<file path="src/rtl/gpio_edge_pkg.sv">
package gpio_edge_pkg;
  localparam int WORD_W   = 32;
  // Group order shared with the controller address map
  localparam int GRP_RISE = 4;
  localparam int GRP_FALL = 5;
  localparam int GRP_STAT = 6;

  function automatic int words_for(input int pins);
    return (pins + WORD_W - 1) / WORD_W;
  endfunction
endpackage

</file>
<file path="src/rtl/gpio_edge_detect.sv">
module gpio_edge_detect #(
  parameter int WIDTH = 64
) (
  input  logic             clk,
  input  logic             rst,
  input  logic [WIDTH-1:0] pin_i,
  output logic [WIDTH-1:0] rise_o,
  output logic [WIDTH-1:0] fall_o
);
  logic [WIDTH-1:0] prev_q;

  always_ff @(posedge clk) begin
    if (rst) prev_q <= '0;
    else     prev_q <= pin_i;
  end

  assign rise_o = pin_i & ~prev_q;
  assign fall_o = ~pin_i & prev_q;


  rise_sample_chk: assert property (@(posedge clk) disable iff (rst)
    (rise_o != '0) |=> ((prev_q & $past(rise_o)) == $past(rise_o)));

  fall_sample_chk: assert property (@(posedge clk) disable iff (rst)
    (fall_o != '0) |=> ((prev_q & $past(fall_o)) == '0));
endmodule

</file>
<file path="src/rtl/gpio_edge_word.sv">
module gpio_edge_word
  import gpio_edge_pkg::*;
#(
  parameter int VALID_BITS = 32
) (
  input  logic              clk,
  input  logic              rst,
  input  logic [WORD_W-1:0] rise_ev_i,
  input  logic [WORD_W-1:0] fall_ev_i,
  input  logic              wr_rise_i,
  input  logic              wr_fall_i,
  input  logic              wr_stat_i,
  input  logic [WORD_W-1:0] wdata_i,
  output logic [WORD_W-1:0] rise_en_o,
  output logic [WORD_W-1:0] fall_en_o,
  output logic [WORD_W-1:0] stat_o,
  output logic [WORD_W-1:0] stat_nxt_o
);
  localparam logic [63:0]       ONES64 = (64'd1 << VALID_BITS) - 64'd1;
  localparam logic [WORD_W-1:0] VMASK  = ONES64[WORD_W-1:0];

  logic [WORD_W-1:0] rise_en_q, fall_en_q, stat_q;
  logic [WORD_W-1:0] hit, clr;

  assign hit        = ((rise_ev_i & rise_en_q) | (fall_ev_i & fall_en_q)) & VMASK;
  assign clr        = wr_stat_i ? wdata_i : '0;
  assign stat_nxt_o = ((stat_q & ~clr) | hit) & VMASK;

  always_ff @(posedge clk) begin
    if (rst) begin
      rise_en_q <= '0;
      fall_en_q <= '0;
      stat_q    <= '0;
    end else begin
      if (wr_rise_i) rise_en_q <= wdata_i & VMASK;
      if (wr_fall_i) fall_en_q <= wdata_i & VMASK;
      stat_q <= stat_nxt_o;
    end
  end

  assign rise_en_o = rise_en_q;
  assign fall_en_o = fall_en_q;
  assign stat_o    = stat_q;


  edge_wins_chk: assert property (@(posedge clk) disable iff (rst)
    (hit != '0) |=> ((stat_q & $past(hit)) == $past(hit)));

  clear_done_chk: assert property (@(posedge clk) disable iff (rst)
    ((clr & ~hit) != '0) |=> ((stat_q & $past(clr & ~hit)) == '0));

  stat_hold_chk: assert property (@(posedge clk) disable iff (rst)
    (clr == '0 && hit == '0) |=> $stable(stat_q));

  pad_zero_chk: assert property (@(posedge clk) disable iff (rst)
    ((stat_q | rise_en_q | fall_en_q) & ~VMASK) == '0);
endmodule

</file>
<file path="src/rtl/gpio_edge_regif.sv">
module gpio_edge_regif
  import gpio_edge_pkg::*;
#(
  parameter int NW     = 2,
  parameter int ADDR_W = 8
) (
  input  logic                 clk,
  input  logic                 rst,
  input  logic                 wr_i,
  input  logic                 rd_i,
  input  logic [ADDR_W-1:0]    addr_i,
  input  logic [NW*WORD_W-1:0] rise_all_i,
  input  logic [NW*WORD_W-1:0] fall_all_i,
  input  logic [NW*WORD_W-1:0] stat_all_i,
  output logic [NW-1:0]        wr_rise_o,
  output logic [NW-1:0]        wr_fall_o,
  output logic [NW-1:0]        wr_stat_o,
  output logic [WORD_W-1:0]    rdata_o
);
  logic [WORD_W-1:0] rval;
  logic [WORD_W-1:0] rdata_q;

  always_comb begin
    rval      = '0;
    wr_rise_o = '0;
    wr_fall_o = '0;
    wr_stat_o = '0;
    for (int w = 0; w < NW; w++) begin
      if (addr_i == ADDR_W'(GRP_RISE * NW + w)) begin
        rval         = rise_all_i[w*WORD_W +: WORD_W];
        wr_rise_o[w] = wr_i;
      end
      if (addr_i == ADDR_W'(GRP_FALL * NW + w)) begin
        rval         = fall_all_i[w*WORD_W +: WORD_W];
        wr_fall_o[w] = wr_i;
      end
      if (addr_i == ADDR_W'(GRP_STAT * NW + w)) begin
        rval         = stat_all_i[w*WORD_W +: WORD_W];
        wr_stat_o[w] = wr_i;
      end
    end
  end

  always_ff @(posedge clk) begin
    if (rst)       rdata_q <= '0;
    else if (rd_i) rdata_q <= rval;
  end

  assign rdata_o = rdata_q;


  rdata_hold_chk: assert property (@(posedge clk) disable iff (rst)
    !rd_i |=> $stable(rdata_q));

  one_target_chk: assert property (@(posedge clk) disable iff (rst)
    $countones({wr_rise_o, wr_fall_o, wr_stat_o}) <= 1);
endmodule

</file>
<file path="src/rtl/gpio_edge_irq.sv">
module gpio_edge_irq
  import gpio_edge_pkg::*;
#(
  parameter int NUM_PINS = 64,
  parameter int ADDR_W   = 8
) (
  input  logic                clk,
  input  logic                rst,
  input  logic [NUM_PINS-1:0] pin_i,
  input  logic                reg_wr_i,
  input  logic                reg_rd_i,
  input  logic [ADDR_W-1:0]   reg_addr_i,
  input  logic [31:0]         reg_wdata_i,
  output logic [31:0]         reg_rdata_o,
  output logic                irq_o
);
  localparam int NW = words_for(NUM_PINS);
  localparam int TW = NW * WORD_W;

  logic [NUM_PINS-1:0] rise_raw, fall_raw;
  logic [TW-1:0]       rise_ev, fall_ev;
  logic [TW-1:0]       rise_all, fall_all, stat_all, stat_nxt_all;
  logic [NW-1:0]       wr_rise, wr_fall, wr_stat;
  logic                irq_q;

  gpio_edge_detect #(.WIDTH(NUM_PINS)) u_detect (
    .clk    (clk),
    .rst    (rst),
    .pin_i  (pin_i),
    .rise_o (rise_raw),
    .fall_o (fall_raw)
  );

  always_comb begin
    rise_ev                 = '0;
    fall_ev                 = '0;
    rise_ev[NUM_PINS-1:0]   = rise_raw;
    fall_ev[NUM_PINS-1:0]   = fall_raw;
  end

  gpio_edge_regif #(.NW(NW), .ADDR_W(ADDR_W)) u_regif (
    .clk        (clk),
    .rst        (rst),
    .wr_i       (reg_wr_i),
    .rd_i       (reg_rd_i),
    .addr_i     (reg_addr_i),
    .rise_all_i (rise_all),
    .fall_all_i (fall_all),
    .stat_all_i (stat_all),
    .wr_rise_o  (wr_rise),
    .wr_fall_o  (wr_fall),
    .wr_stat_o  (wr_stat),
    .rdata_o    (reg_rdata_o)
  );

  for (genvar w = 0; w < NW; w++) begin : g_word
    localparam int LEFT = NUM_PINS - w * WORD_W;
    localparam int VB   = (LEFT >= WORD_W) ? WORD_W : LEFT;
    gpio_edge_word #(.VALID_BITS(VB)) u_word (
      .clk        (clk),
      .rst        (rst),
      .rise_ev_i  (rise_ev[w*WORD_W +: WORD_W]),
      .fall_ev_i  (fall_ev[w*WORD_W +: WORD_W]),
      .wr_rise_i  (wr_rise[w]),
      .wr_fall_i  (wr_fall[w]),
      .wr_stat_i  (wr_stat[w]),
      .wdata_i    (reg_wdata_i),
      .rise_en_o  (rise_all[w*WORD_W +: WORD_W]),
      .fall_en_o  (fall_all[w*WORD_W +: WORD_W]),
      .stat_o     (stat_all[w*WORD_W +: WORD_W]),
      .stat_nxt_o (stat_nxt_all[w*WORD_W +: WORD_W])
    );
  end

  always_ff @(posedge clk) begin
    if (rst) irq_q <= 1'b0;
    else     irq_q <= |stat_nxt_all;
  end

  assign irq_o = irq_q;


  irq_tracks_chk: assert property (@(posedge clk) disable iff (rst)
    irq_o == (stat_all != '0));
endmodule

</file>
<file path="config.mk">
export PLATFORM = sky130hd
export DESIGN_NAME = gpio_edge_irq
export DESIGN_NICKNAME = d
export VERILOG_FILES = /design/src/rtl/gpio_edge_pkg.sv /design/src/rtl/gpio_edge_detect.sv /design/src/rtl/gpio_edge_word.sv /design/src/rtl/gpio_edge_regif.sv /design/src/rtl/gpio_edge_irq.sv
export SDC_FILE = /design/constraint.sdc
export NUM_CORES = 1
export LEC_CHECK = 0
export ABC_CLOCK_PERIOD_IN_PS = 2800
export BUFFER_PORTS_ARGS = -buffer_cell sky130_fd_sc_hd__buf_2
export CORE_MARGIN = 2
export CORE_UTILIZATION = 40
export DETAILED_ROUTE_END_ITERATION = 10
export PLACE_DENSITY = 0.69
export SKIP_CTS_REPAIR_TIMING = 1
export SLEW_MARGIN = 20
export SYNTH_ARGS = -nofsm -noshare
export SYNTH_HDL_FRONTEND = slang
export SYNTH_SLANG_ARGS = --single-unit
</file>
<file path="constraint.sdc">
create_clock -name clk -period 2.8 [get_ports clk]
set_input_delay 0.14 -clock clk [delete_from_list [all_inputs] [get_ports clk]]
set_output_delay 0.14 -clock clk [all_outputs]
set_load 0.05 [all_outputs]
</file>
; ---- Word level (Yosys, flattened, before mapping)
; Cells that the tools add are included.
[classes]
eq_ne = 6
mux = 14
bitwise = 16
reduce_logical = 1
[op_table]
columns = cell, count
row1 = 2-to-1 mux 32 bit, 8
row2 = AND 32 bit, 6
row3 = AND 64 bit, 2
row4 = NOT 64 bit, 2
row5 = bitwise OR 32 bit, 4
row6 = NOT 32 bit, 2
row7 = OR reduction 64 bit, 1
row8 = "equality test 8 x 4 -> 1 bit, second input constant", 6
row9 = 2-to-1 mux 1 bit, 6
[totals]
regBits = 289
input_bits = 108
output_inout_bits = 33
word_cells = 46

; ---- Depth between registers and ports, before layout
[depth]
ltp_word = 7
ltp_mapped = 10
depth_no_buf = 6

; ---- Cells and area by module
; From an unflattened synthesis, not the netlist that was laid out.
[unflattened]
hier_cells = 1415
hier_area_um2 = 14123.5
[by_module_without_submodules]
columns = module, instances, cells_each, area_each_um2, seq_area_each_um2
row1 = gpio_edge_word, 2, 373, 4005.1, 1921.8
row2 = gpio_edge_regif, 1, 383, 3228.1, 640.6
row3 = gpio_edge_detect, 1, 263, 2718.9, 1281.2
row4 = gpio_edge_irq, 1, 23, 166.4, 20.0

; ---- Least setup slack after synthesis
; No wires, ideal clock.
[synth_timing]
path_kind = in2reg
from = input port reg_addr_i[5]
to = register irq_q (netlist: irq_o)
setup_ns = 0.125
t_arrival_ns = 2.376
required_time_ns = 2.675
slack_ns = 0.299
path_stages = 9
n_path_buf = 3
path_cell_list = or4_4 -> buf_6 -> buf_8 -> buf_8 -> o41ai_2 -> nand3_1 -> a2111oi_2 -> nand4_1 -> o41a_1
[synth_via]
elab_chain_len = 7
elab_cells_between_ends = 13
cone_classes = eq/ne (2) / mux (4) / bitwise (6) / reduce/logical (1)
[synth_lines]
columns = item, line_no
row1 = from (decl), gpio_edge_irq.sv:12  ; input logic [ADDR_W-1:0] reg_addr_i,
row2 = equality test 8 x 4 -> 1 bit, gpio_edge_regif.sv:37  ; if (addr_i == ADDR_W'(GRP_STAT * NW + w)) begin
row3 = 2-to-1 mux 1 bit, gpio_edge_regif.sv:37
row4 = 2-to-1 mux 32 bit, gpio_edge_word.sv:26  ; assign clr = wr_stat_i ? wdata_i : '0;
row5 = NOT 32 bit, gpio_edge_word.sv:27  ; assign stat_nxt_o = ((stat_q & ~clr) | hit) & VMASK;
row6 = AND 32 bit, gpio_edge_word.sv:27
row7 = bitwise OR 32 bit, gpio_edge_word.sv:27
row8 = OR reduction 64 bit *, gpio_edge_irq.sv:77  ; else irq_q <= |stat_nxt_all;
row9 = to (signal assigned), gpio_edge_irq.sv:77
row10 = to (decl), gpio_edge_irq.sv:24  ; logic irq_q;
; Mark *: on every way between the ends. The rest lies on a longest branch, timed or not.
; A chain may end at the register's enable or synchronous reset.

; ---- Worst setup path after layout
; Ends and elaborated chain as after synthesis.

==> impl_metrics.json <==
{
  "avgSynthCellArea_um2": 8.65,
  "min-delay-path-class": "in2reg",
  "worst_margin_slew_ns": 1.21,
  "diodes": 0,
  "synth_seq_cells": 289,
  "postRouteAntennaNets": 0,
  "seq_area_frac_synth": 0.466,
  "period_share": 0.944,
  "dpl.hpwl_um": 27100,
  "async_reset_ff_frac": 0,
  "data_arrival_time_of_the_critical_path_ns": 3.08,
  "detail_route.first_pass.iterations": 6,
  "power.density_cell_area_nw_per_um2": 566,
  "rows": 64,
  "synthesis.instances": 1435,
  "setup-tns-final_ns": 0,
  "die_x_um": 180,
  "critPathLaunchType": "input pin",
  "clkSlewWorstSetupHoldPaths_ns": 0.06,
  "fillers": 2859,
  "fp.dieArea_um2": 32500,
  "hold_path_startpoint": "reg_addr_i[0]",
  "irDropWorstVdd_v": 0.000363,
  "worst_reg_to_reg_setup_slack_ns": 0.50,
  "clock_insertion_delay_worst_skew_ns": 0.56,
  "finalHoldViolations": 0,
  "ys.flop_type": "dfxtp_1",
  "endpoint_of_the_worst_hold_path": "u_regif.rdata_o[30]",
  "area_delta_synth_final_pct": 26.4,
  "final_layout_size_suffix_gt1_frac": 0.159,
  "grt.overflow.total": 0,
  "postSynthNetCount": 1543,
  "crit-reg2reg-launch": "u_detect.prev_q[43]",
  "dieHeight_um": 180,
  "grt_util_all_layers": 0.239,
  "grt_antenna_before_repair": 0,
  "dr.first_iter.drc_count": 1444,
  "worstReg2RegEnd": "irq_o",
  "vias_per_cell": 5.85,
  "synth_enable_flop_cells": 0,
  "timing.hold.worst_path_depth": 4,
  "cellLeakagePower_nw": 6.01,
  "timing_max_transition_violations_final": 0,
  "synth-warning-count": 0,
  "numPortBuffers": 140,
  "count_of_different_cell_masters_after_synthesis": 44,
  "total_area_of_multi_input_combinational_cells_um2": 6220,
  "rsz_0062_raised_after_global_routing": "false",
  "cts_root_cell": "clkbuf_16",
  "initial_util": 0.406,
  "htreeDepth": 1,
  "finalSetupViolCount": 0,
  "cts_max_path_bufs": 3,
  "worst-endpoint-required_ns": 3.24,
  "grt_pass1_wl_um": 62500,
  "vias_in_the_first_global_route": 11000,
  "timing.max_slew.rel_slack": 0.195,
  "finalWirelength_um": 42000,
  "drt_drc_violations_left": 0,
  "cts_tree": "built",
  "totalPowerFinal_w": 0.00888,
  "place_congestion": 0.901,
  "clock_skew_ns": 0.0119,
  "status": "completed",
  "grt_max_degree": 256,
  "critical_path_maximum_fanout": 44,
  "netlist_area_um2": 12400,
  "core_region_area_um2": 30600,
  "maxClockFrequency_ghz": 0.378,
  "maxCapViolCount": 0,
  "ff_latch_area_um2": 5790,
  "timing_worst_setup_path_type": "in2reg",
  "route.vias.total": 12100,
  "io_pins": 141,
  "average_wire_per_standard_cell_um": 20.3,
  "final_period_minus_worst_setup_slack_ns": 2.64,
  "rr_worst_depth": 7,
  "cts_inserted_buffers": 31,
  "clock-sinks": 289,
  "crit_path_capture_type": "flop",
  "fin_nets": 1759
}
[cells in the final DEF, fill, tap and decap left out, types with 33 or more instances in the layout]
cell,n
nor2_1,92
dlygate4sd3_1,96
buf_4,44
dfxtp_1,289
nand2_1,285
buf_2,139
nand3b_1,78
nor2b_1,90
a21oi_1,113
nand3_1,41
o21ai_0,51
o41ai_1,37
mux2i_1,33
[critical path, cell delays in order]
cell and delay [ns]:
buf_2 0.10, or4_4 0.54, buf_12 0.20, nor4_4 0.42
buf_4 0.22, nand2_1 0.07, a2111oi_0 0.67, buf_4 0.22
nand4_1 0.13, o41a_1 0.35
[how the worst max path moves through the flow]
| stage | startpoint | end | slack (ns) |
|---|---|---|---|
| floorplan | reg_addr_i[5] | irq_o | 0.30 |
| global placement | reg_addr_i[5] | irq_o | -0.40 |
| detailed placement | reg_addr_i[5] | irq_o | -0.42 |
| CTS | reg_addr_i[5] | irq_o | 0.14 |
| global route | reg_addr_i[5] | irq_o | 0.05 |
| finish | reg_addr_i[5] | irq_o | 0.16 |
[per-layer routing]
layer | wire length [um] | vias to the layer above | share of wire | global-route usage
met2 | 19200 | 586 | 0.46 | 0.379
met4 | 1160 | 0 | 0.028 | 0.0810
met1 | 18400 | 5797 | 0.44 | 0.334
met5 | 0 | - | 0 | 0
li1 | - | 5632 | - | -
met3 | 3290 | 78 | 0.078 | 0.0319
[stage by stage]
stage          setup slack [ns]  hold slack (ns)  utilization  cell area [um^2]  cells
2_1_floorplan             0.299            0.268            -             12400   1435
3_3_place_gp             -0.402            0.376        0.450             13800   1918
3_5_place_dp             -0.420            0.384        0.450             13800   1918
4_1_cts                   0.143           -0.196        0.482             14700   1972
5_1_grt                  0.0546            0.111        0.513             15700   2068
6_report                  0.157           0.0774        0.513             15700   2068
[cell usage after synthesis (7+ instances only)]
master       n  share of area
nand2_1    286          0.086
a21oi_1    113          0.046
clkbuf_1    94          0.028
o211a_1     30          0.024
nor2_1      92          0.028
a22oi_1     31          0.019
nor2b_1     90          0.045
o21ai_0     51          0.021
a31oi_1      8         0.0040
o2111ai_1   30          0.021
or4_1        8         0.0048
nand4bb_1   14          0.013
nand3_1     42          0.017
dfxtp_1    289           0.47
nor4_1       7         0.0035
mux2i_1     33          0.027
a222oi_1    31          0.025
o41ai_1     37          0.026
nand3b_1    78          0.047
[registers in the layout, indices dropped and copies added (netlist names)]
| name | count |
|---|---|
| g_word.u_word.stat_o | 64 |
| u_regif.rdata_o | 32 |
| u_detect.prev_q | 64 |
| g_word.u_word.fall_en_o | 64 |
| irq_o | 1 |
| g_word.u_word.rise_en_o | 64 |
[power breakdown]
part           leakage, nW  internal (W)  switching (W)
Clock                0.481       0.00227        0.00170
Sequential            2.35       0.00419      0.0000363
Combinational         3.18      0.000263       0.000425
Total                 6.01       0.00672        0.00217
[cells by family (layout without fill, tap and decap cells)]
kind of cell / count (synthesis) / in the layout / share of synthesized area
AOI/OAI and AO/OA: 358 / 358 / 0.209
muxes: 33 / 33 / 0.0266
buffers and inverters: 112 / 349 / 0.0383
and+or+nand+nor: 643 / 643 / 0.260
DFF: 289 / 289 / 0.466
[layout make-up]
class | instances | area share
Clock inverter | 12 | 0.00598
Sequential cell | 289 | 0.368
Timing Repair Buffer | 291 | 0.141
Inverter | 4 | 0.000956
Clock buffer | 42 | 0.0559
Tap cell | 396 | 0.0316
Multi-Input combinational cell | 1034 | 0.396
Power figures use the tool's default switching activity.
